### src/rtl/smc_ws_pkg.sv
// Package: shared encodings for the static-memory wait-state scheduler.
// Assumes: a two-bit register-kind field from the configuration file.
package smc_ws_pkg;

    // Cause of an inserted idle cycle, also the priority order (low code wins).
    typedef enum logic [1:0] {
        WK_NONE   = 2'b00,
        WK_CSCHG  = 2'b01,
        WK_RELOAD = 2'b10,
        WK_EARLY  = 2'b11
    } wait_kind_t;

    // Register kinds reported with a configuration write strobe.
    localparam logic [1:0] REG_SETUP = 2'b00;
    localparam logic [1:0] REG_PULSE = 2'b01;
    localparam logic [1:0] REG_CYCLE = 2'b10;
    localparam logic [1:0] REG_MODE  = 2'b11;

endpackage

### src/rtl/smc_ws_history.sv
// Module: smc_ws_history
// Holds the record of the last access that started (chip select, direction,
// write control, zero-hold flag) and a flag saying the pending access has
// already received its wait cycle.
// Assumes: acc_go and wait_fire are never high together.
module smc_ws_history #(
    parameter int CS_W   = 2,
    parameter int HOLD_W = 4
) (
    input  logic              clk,
    input  logic              rst_n,
    input  logic              acc_go,
    input  logic              wait_fire,
    input  logic [CS_W-1:0]   acc_cs,
    input  logic              acc_wr,
    input  logic              acc_wr_strobe,
    input  logic [HOLD_W-1:0] acc_hold,
    output logic              prev_valid,
    output logic [CS_W-1:0]   prev_cs,
    output logic              prev_wr,
    output logic              prev_strobe,
    output logic              prev_nohold,
    output logic              waited
);

    logic hold_is_zero;

    // Reduce the hold count to the single fact the turnaround rule needs.
    always_comb begin
        hold_is_zero = (acc_hold == '0);
    end

    // Capture the attributes of an access at the edge where it starts.
    always_ff @(posedge clk) begin
        if (!rst_n) begin
            prev_valid  <= 1'b0;
            prev_cs     <= '0;
            prev_wr     <= 1'b0;
            prev_strobe <= 1'b0;
            prev_nohold <= 1'b0;
        end else if (acc_go) begin
            prev_valid  <= 1'b1;
            prev_cs     <= acc_cs;
            prev_wr     <= acc_wr;
            prev_strobe <= acc_wr_strobe;
            prev_nohold <= hold_is_zero;
        end
    end

    // Mark that the pending access already had its one idle cycle.
    always_ff @(posedge clk) begin
        if (!rst_n) begin
            waited <= 1'b0;
        end else if (acc_go) begin
            waited <= 1'b0;
        end else if (wait_fire) begin
            waited <= 1'b1;
        end
    end

endmodule

### src/rtl/smc_ws_reload_arm.sv
// Module: smc_ws_reload_arm
// Arms a configuration reload when any mode register is written, and
// disarms it when the parameter load fires. A mode write in the load cycle
// wins, so a late update is kept for the next access.
// Assumes: timing-register writes are meant to wait for a mode write.
module smc_ws_reload_arm (
    input  logic       clk,
    input  logic       rst_n,
    input  logic       cfg_wr_en,
    input  logic [1:0] cfg_wr_reg,
    input  logic       load_fire,
    output logic       armed
);
    import smc_ws_pkg::*;

    logic mode_write;

    // Only the mode register validates staged settings.
    always_comb begin
        mode_write = cfg_wr_en && (cfg_wr_reg == REG_MODE);
    end

    // Set on a validating write, clear on the load pulse, set wins.
    always_ff @(posedge clk) begin
        if (!rst_n) begin
            armed <= 1'b0;
        end else if (mode_write) begin
            armed <= 1'b1;
        end else if (load_fire) begin
            armed <= 1'b0;
        end
    end

endmodule

### src/rtl/smc_ws_decide.sv
// Module: smc_ws_decide
// Combinational wait decision for the pending access: detects chip-select
// change, armed reload and early-read turnaround, merges them into at most
// one idle cycle, and picks the reported cause by priority.
// Assumes: inputs from the history and arming registers are stable per cycle.
module smc_ws_decide #(
    parameter int CS_W = 2
) (
    input  logic            acc_req,
    input  logic [CS_W-1:0] acc_cs,
    input  logic            acc_wr,
    input  logic            prev_valid,
    input  logic [CS_W-1:0] prev_cs,
    input  logic            prev_wr,
    input  logic            prev_strobe,
    input  logic            prev_nohold,
    input  logic            waited,
    input  logic            armed,
    output logic            wait_req,
    output logic [1:0]      wait_kind,
    output logic            param_load,
    output logic            acc_go
);
    import smc_ws_pkg::*;

    logic       cs_change;
    logic       early_read;
    logic       need_wait;
    wait_kind_t kind;

    // Individual hazard detectors against the previous access.
    always_comb begin
        cs_change  = prev_valid && (acc_cs != prev_cs);
        early_read = prev_valid && prev_wr && prev_strobe && prev_nohold && !acc_wr;
    end

    // One idle cycle at most per access, cause chosen by fixed priority.
    always_comb begin
        need_wait = acc_req && !waited && (cs_change || armed || early_read);
        if (!need_wait) begin
            kind = WK_NONE;
        end else if (cs_change) begin
            kind = WK_CSCHG;
        end else if (armed) begin
            kind = WK_RELOAD;
        end else begin
            kind = WK_EARLY;
        end
    end

    // Drive the grant, the wait and the load strobe.
    always_comb begin
        wait_req   = need_wait;
        wait_kind  = kind;
        param_load = need_wait && armed;
        acc_go     = acc_req && !need_wait;
    end

endmodule

### src/rtl/smc_wait_sched.sv
// Module: smc_wait_sched (top)
// Decides idle cycles between consecutive static-memory accesses and pulses
// the staged-to-active parameter load during a reload wait.
// Assumes: the requester holds acc_req and attributes until acc_go.
module smc_wait_sched #(
    parameter int NUM_CS = 4,
    parameter int HOLD_W = 4,
    localparam int CS_W  = (NUM_CS > 1) ? $clog2(NUM_CS) : 1
) (
    input  logic              clk,
    input  logic              rst_n,
    input  logic              acc_req,
    input  logic [CS_W-1:0]   acc_cs,
    input  logic              acc_wr,
    input  logic              acc_wr_strobe,
    input  logic [HOLD_W-1:0] acc_hold,
    input  logic              cfg_wr_en,
    input  logic [1:0]        cfg_wr_reg,
    output logic              acc_go,
    output logic              wait_req,
    output logic [1:0]        wait_kind,
    output logic              param_load
);

    logic            prev_valid;
    logic [CS_W-1:0] prev_cs;
    logic            prev_wr;
    logic            prev_strobe;
    logic            prev_nohold;
    logic            waited;
    logic            armed;

    smc_ws_history #(.CS_W(CS_W), .HOLD_W(HOLD_W)) u_history (
        .clk          (clk),
        .rst_n        (rst_n),
        .acc_go       (acc_go),
        .wait_fire    (wait_req),
        .acc_cs       (acc_cs),
        .acc_wr       (acc_wr),
        .acc_wr_strobe(acc_wr_strobe),
        .acc_hold     (acc_hold),
        .prev_valid   (prev_valid),
        .prev_cs      (prev_cs),
        .prev_wr      (prev_wr),
        .prev_strobe  (prev_strobe),
        .prev_nohold  (prev_nohold),
        .waited       (waited)
    );

    smc_ws_reload_arm u_arm (
        .clk       (clk),
        .rst_n     (rst_n),
        .cfg_wr_en (cfg_wr_en),
        .cfg_wr_reg(cfg_wr_reg),
        .load_fire (param_load),
        .armed     (armed)
    );

    smc_ws_decide #(.CS_W(CS_W)) u_decide (
        .acc_req    (acc_req),
        .acc_cs     (acc_cs),
        .acc_wr     (acc_wr),
        .prev_valid (prev_valid),
        .prev_cs    (prev_cs),
        .prev_wr    (prev_wr),
        .prev_strobe(prev_strobe),
        .prev_nohold(prev_nohold),
        .waited     (waited),
        .armed      (armed),
        .wait_req   (wait_req),
        .wait_kind  (wait_kind),
        .param_load (param_load),
        .acc_go     (acc_go)
    );

endmodule

### config.mk
export PLATFORM = sky130hd
export DESIGN_NAME = smc_wait_sched
export DESIGN_NICKNAME = d
export VERILOG_FILES = /design/src/rtl/smc_ws_pkg.sv /design/src/rtl/smc_ws_history.sv /design/src/rtl/smc_ws_reload_arm.sv /design/src/rtl/smc_ws_decide.sv /design/src/rtl/smc_wait_sched.sv
export SDC_FILE = /design/constraint.sdc
export NUM_CORES = 1
export LEC_CHECK = 0
export CORE_AREA = 4 4 41 43
export DETAILED_ROUTE_END_ITERATION = 7
export DIE_AREA = 0 0 45 47
export HOLD_SLACK_MARGIN = 0.02
export PLACE_DENSITY = 0.66
export SLEW_MARGIN = 20
export SYNTH_ARGS = -nofsm -noshare
export SYNTH_HDL_FRONTEND = slang
export SYNTH_SLANG_ARGS = --single-unit
### constraint.sdc
create_clock -name clk -period 1.75 [get_ports clk]
set_input_delay 0.2625 -clock clk [delete_from_list [all_inputs] [get_ports clk]]
set_output_delay 0.2625 -clock clk [all_outputs]
set_load 0.02 [all_outputs]
==> flow_metrics.tcl <==
set metrics [dict create \
    synthCells 48 \
    synth_compound_area_frac 0.2018 \
    yosysWarnings 0 \
    die_h_microns 47 \
    grt_overflow 0 \
    maxSlewHeadroom 0.7278 \
    p_total_uw 471.1 \
    fin_nets 91 \
    cap_violations 0 \
    seq_area_frac_synth 0.3914 \
    hold_start "acc_cs[1]" \
    syn-num-nets 62 \
    grt_use_total 0.1059 \
    reg2reg_depth 5 \
    startpoint "u_history.prev_valid" \
    firstDrtPassIters 4 \
    vias 433 \
    multi_input_area_sq_um 242.7 \
    critPathRequiredTime_ns 1.49 \
    hold_class "input port to flip-flop" \
    cts_buffer_depth 2 \
    p_switching_uw 127.5 \
    synth_edf_count 0 \
    portBuffers 18 \
    route.detailed.drc 0 \
    rsz0062_at_grt "no" \
    die_x_microns 45 \
    power.density_nw_per_um2 697.3 \
    hpwl_microns 771.5 \
    drv_slew 0 \
    hold_path_end "u_history.prev_cs[1]" \
    combPwrFrac 0.265 \
    grt_first_pass_wirelength_microns 1566 \
    synthSimpleGateAreaFrac 0.2141 \
    regArea_sq_um 160.2 \
    drive_gt1_frac 0.2133 \
    cts_made_buffers 3 \
    cp_max_fo 3 \
    vdd_ir_drop_max_mv 0.4238 \
    regToRegStartpoint "u_history.prev_cs[0]" \
    finalWeightedCongestion 0.7425 \
    netSwitchingFraction 0.2705 \
    final_hold_viol_count 0 \
    wl_microns 970 \
    core_area_sq_um 1301 \
    die_area_sq_um 2115 \
    synth_area_sq_um 409.1 \
    area_growth_pct 65.14 \
    clock.fmax_ghz 0.6078 \
    drt_iter0_drc 7 \
    fin_util 0.5192 \
    p_int_uw 343.7 \
    htree_levels 1 \
    cp.arrival_ns 1.38 \
    cts_num_sinks 8 \
    diodes 0 \
    timing.rr.end "u_history.prev_wr" \
    worst_slack_ns 0.1048 \
    worstSetupPathType "flip-flop to primary output" \
    synth_fa_ha_area_frac 0 \
    setup_viol 0 \
    ctsHoldBuffers 0 \
    fin_setup_tns_ns 0 \
    grt_start_max_net_pins 14 \
    end_kind "primary output" \
    r2r_slack_ns 0.42 \
    timing.hold.ws_ns 0.3079 \
    fp-row-count 13 \
    timing.final.crit_share 0.9401 \
    clkLatencyLatePin_ns 0.25 \
    place_ws_ns -0.4394 \
    synth_xor_area_frac 0.04281 \
    startpoint_type "flip-flop" \
    ios 19 \
    p_seq_frac 0.429 \
    finClkSkew_ns 0.001075 \
    antenna_found_initial 0 \
    start_util 0.3144 \
    cts_tree "built" \
    clk_pin_slew_ns 0.06 \
    status "finished, final reports clean" \
    syn_avg_cell_area_sq_um 8.524 \
    synth_ff_type "dfxtp_1" \
    async_flop_share 0 \
    fillers 133 \
    synth.distinct_cells 20 \
    power_frac_clock 0.306 \
    grt_pass1_vias 396 \
    leakage_uw 0.0002979 \
    muxShareOfSynthArea 0.1223 \
    synth_top_family_by_area "simple AND/OR/NAND/NOR gates" \
    hold_depth 3 \
    tightest_slew_ns 0.4070 \
    wl_per_cell_microns 10.78 \
    fin_crit_ns 1.645 \
    via_per_inst 4.811 \
    clock-root-buffer "clkbuf_4" \
    synth-seq-cells 8 \
    ant_nets 0 \
]
## cells by family (layout without fill, tap and decap cells)
group	count (synthesis)	count (layout)
AO/OA/AOI/OAI	11	11
XOR/XNOR	2	2
buffers and inverters	3	30
flip-flops	8	8
multiplexers	5	5
AND/OR/NAND/NOR	19	19
## what timing repair did
| action | 4_1_cts | 5_1_grt |
|---|---|---|
| gates resized for setup | 18 | 7 |
| setup endpoints to repair | 5 | 3 |
| pin swaps | 0 | 5 |
| setup buffers | 0 | 1 |
## sequential cells by signal (all words and copies together) (netlist names)
signal	cells
u_arm.armed	1
u_history.prev_cs	2
u_history.prev_nohold	1
u_history.prev_strobe	1
u_history.prev_valid	1
u_history.prev_wr	1
u_history.waited	1
## cells in the mapped netlist, drive strengths merged (2+ instances only)
cell type	n	area [sq um]
nand2	11	41.29
dfxtp	8	160.2
mux2i	5	50.05
o21a	3	22.52
o21ai	3	26.28
a21oi	2	10.01
inv	2	7.510
nor2b	2	12.51
xor2	2	17.52
## worst max-delay path: stages (launching register included)
cell and delay (ns):
dfxtp_1 0.33, nand4_1 0.15, or3_1 0.33, a21oi_1 0.14, buf_2 0.18
## power groups by stage
stage          Sequential, uW  Clock (uW)  Combinational [uW]
6_report                  202         144                 125
3_5_place_dp              206           0                 125
5_1_grt                   203         159                 134
4_1_cts                   202         152                 119
3_3_place_gp              205           0                 124
2_1_floorplan             205           0                56.9
## cell usage in the layout, fill, tap and decap left out, types with 2 or more instances in the layout
| cell | count |
|---|---|
| mux2i_1 | 5 |
| nand2_1 | 11 |
| clkdlybuf4s50_1 | 11 |
| o21a_1 | 3 |
| inv_1 | 2 |
| buf_4 | 10 |
| nor2b_1 | 2 |
| dfxtp_1 | 8 |
| clkbuf_4 | 3 |
| a21oi_1 | 2 |
| xor2_1 | 2 |
| dlymetal6s2s_1 | 2 |
## final cells by class
cell class | instances | area share
multi-input combinational | 37 | 0.3593
timing repair buffer | 25 | 0.3315
sequential | 8 | 0.2370
clock buffer | 3 | 0.03333
tap | 15 | 0.02778
inverter | 2 | 0.01111
## metal layers
metal / vias to the layer above / GRT usage / share of wire
met5: - / 0 / 0
met4: 0 / 0.08772 / 0.015
met3: 2 / 0.02682 / 0.10
met2: 18 / 0.1808 / 0.45
met1: 192 / 0.1093 / 0.43
li1: 221 / - / -
## through the flow
stage | std cells | instance area (sq um)
floorplan | 48 | 409.1
global placement | 86 | 649.4
detailed placement | 86 | 649.4
CTS | 89 | 650.6
global route | 90 | 675.6
finish | 90 | 675.6
## worst max path at each step
stage              endpoint  slack, ns  depth (start not counted)
2_1_floorplan  wait_kind[1]       0.29                          3
3_3_place_gp   wait_kind[1]      -0.43                          5
3_5_place_dp   wait_kind[1]      -0.44                          5
4_1_cts        wait_kind[1]      0.006                          5
5_1_grt        wait_kind[0]       0.02                          4
6_report       wait_kind[0]       0.10                          4
Note: power is estimated with default switching activity, not from simulation.
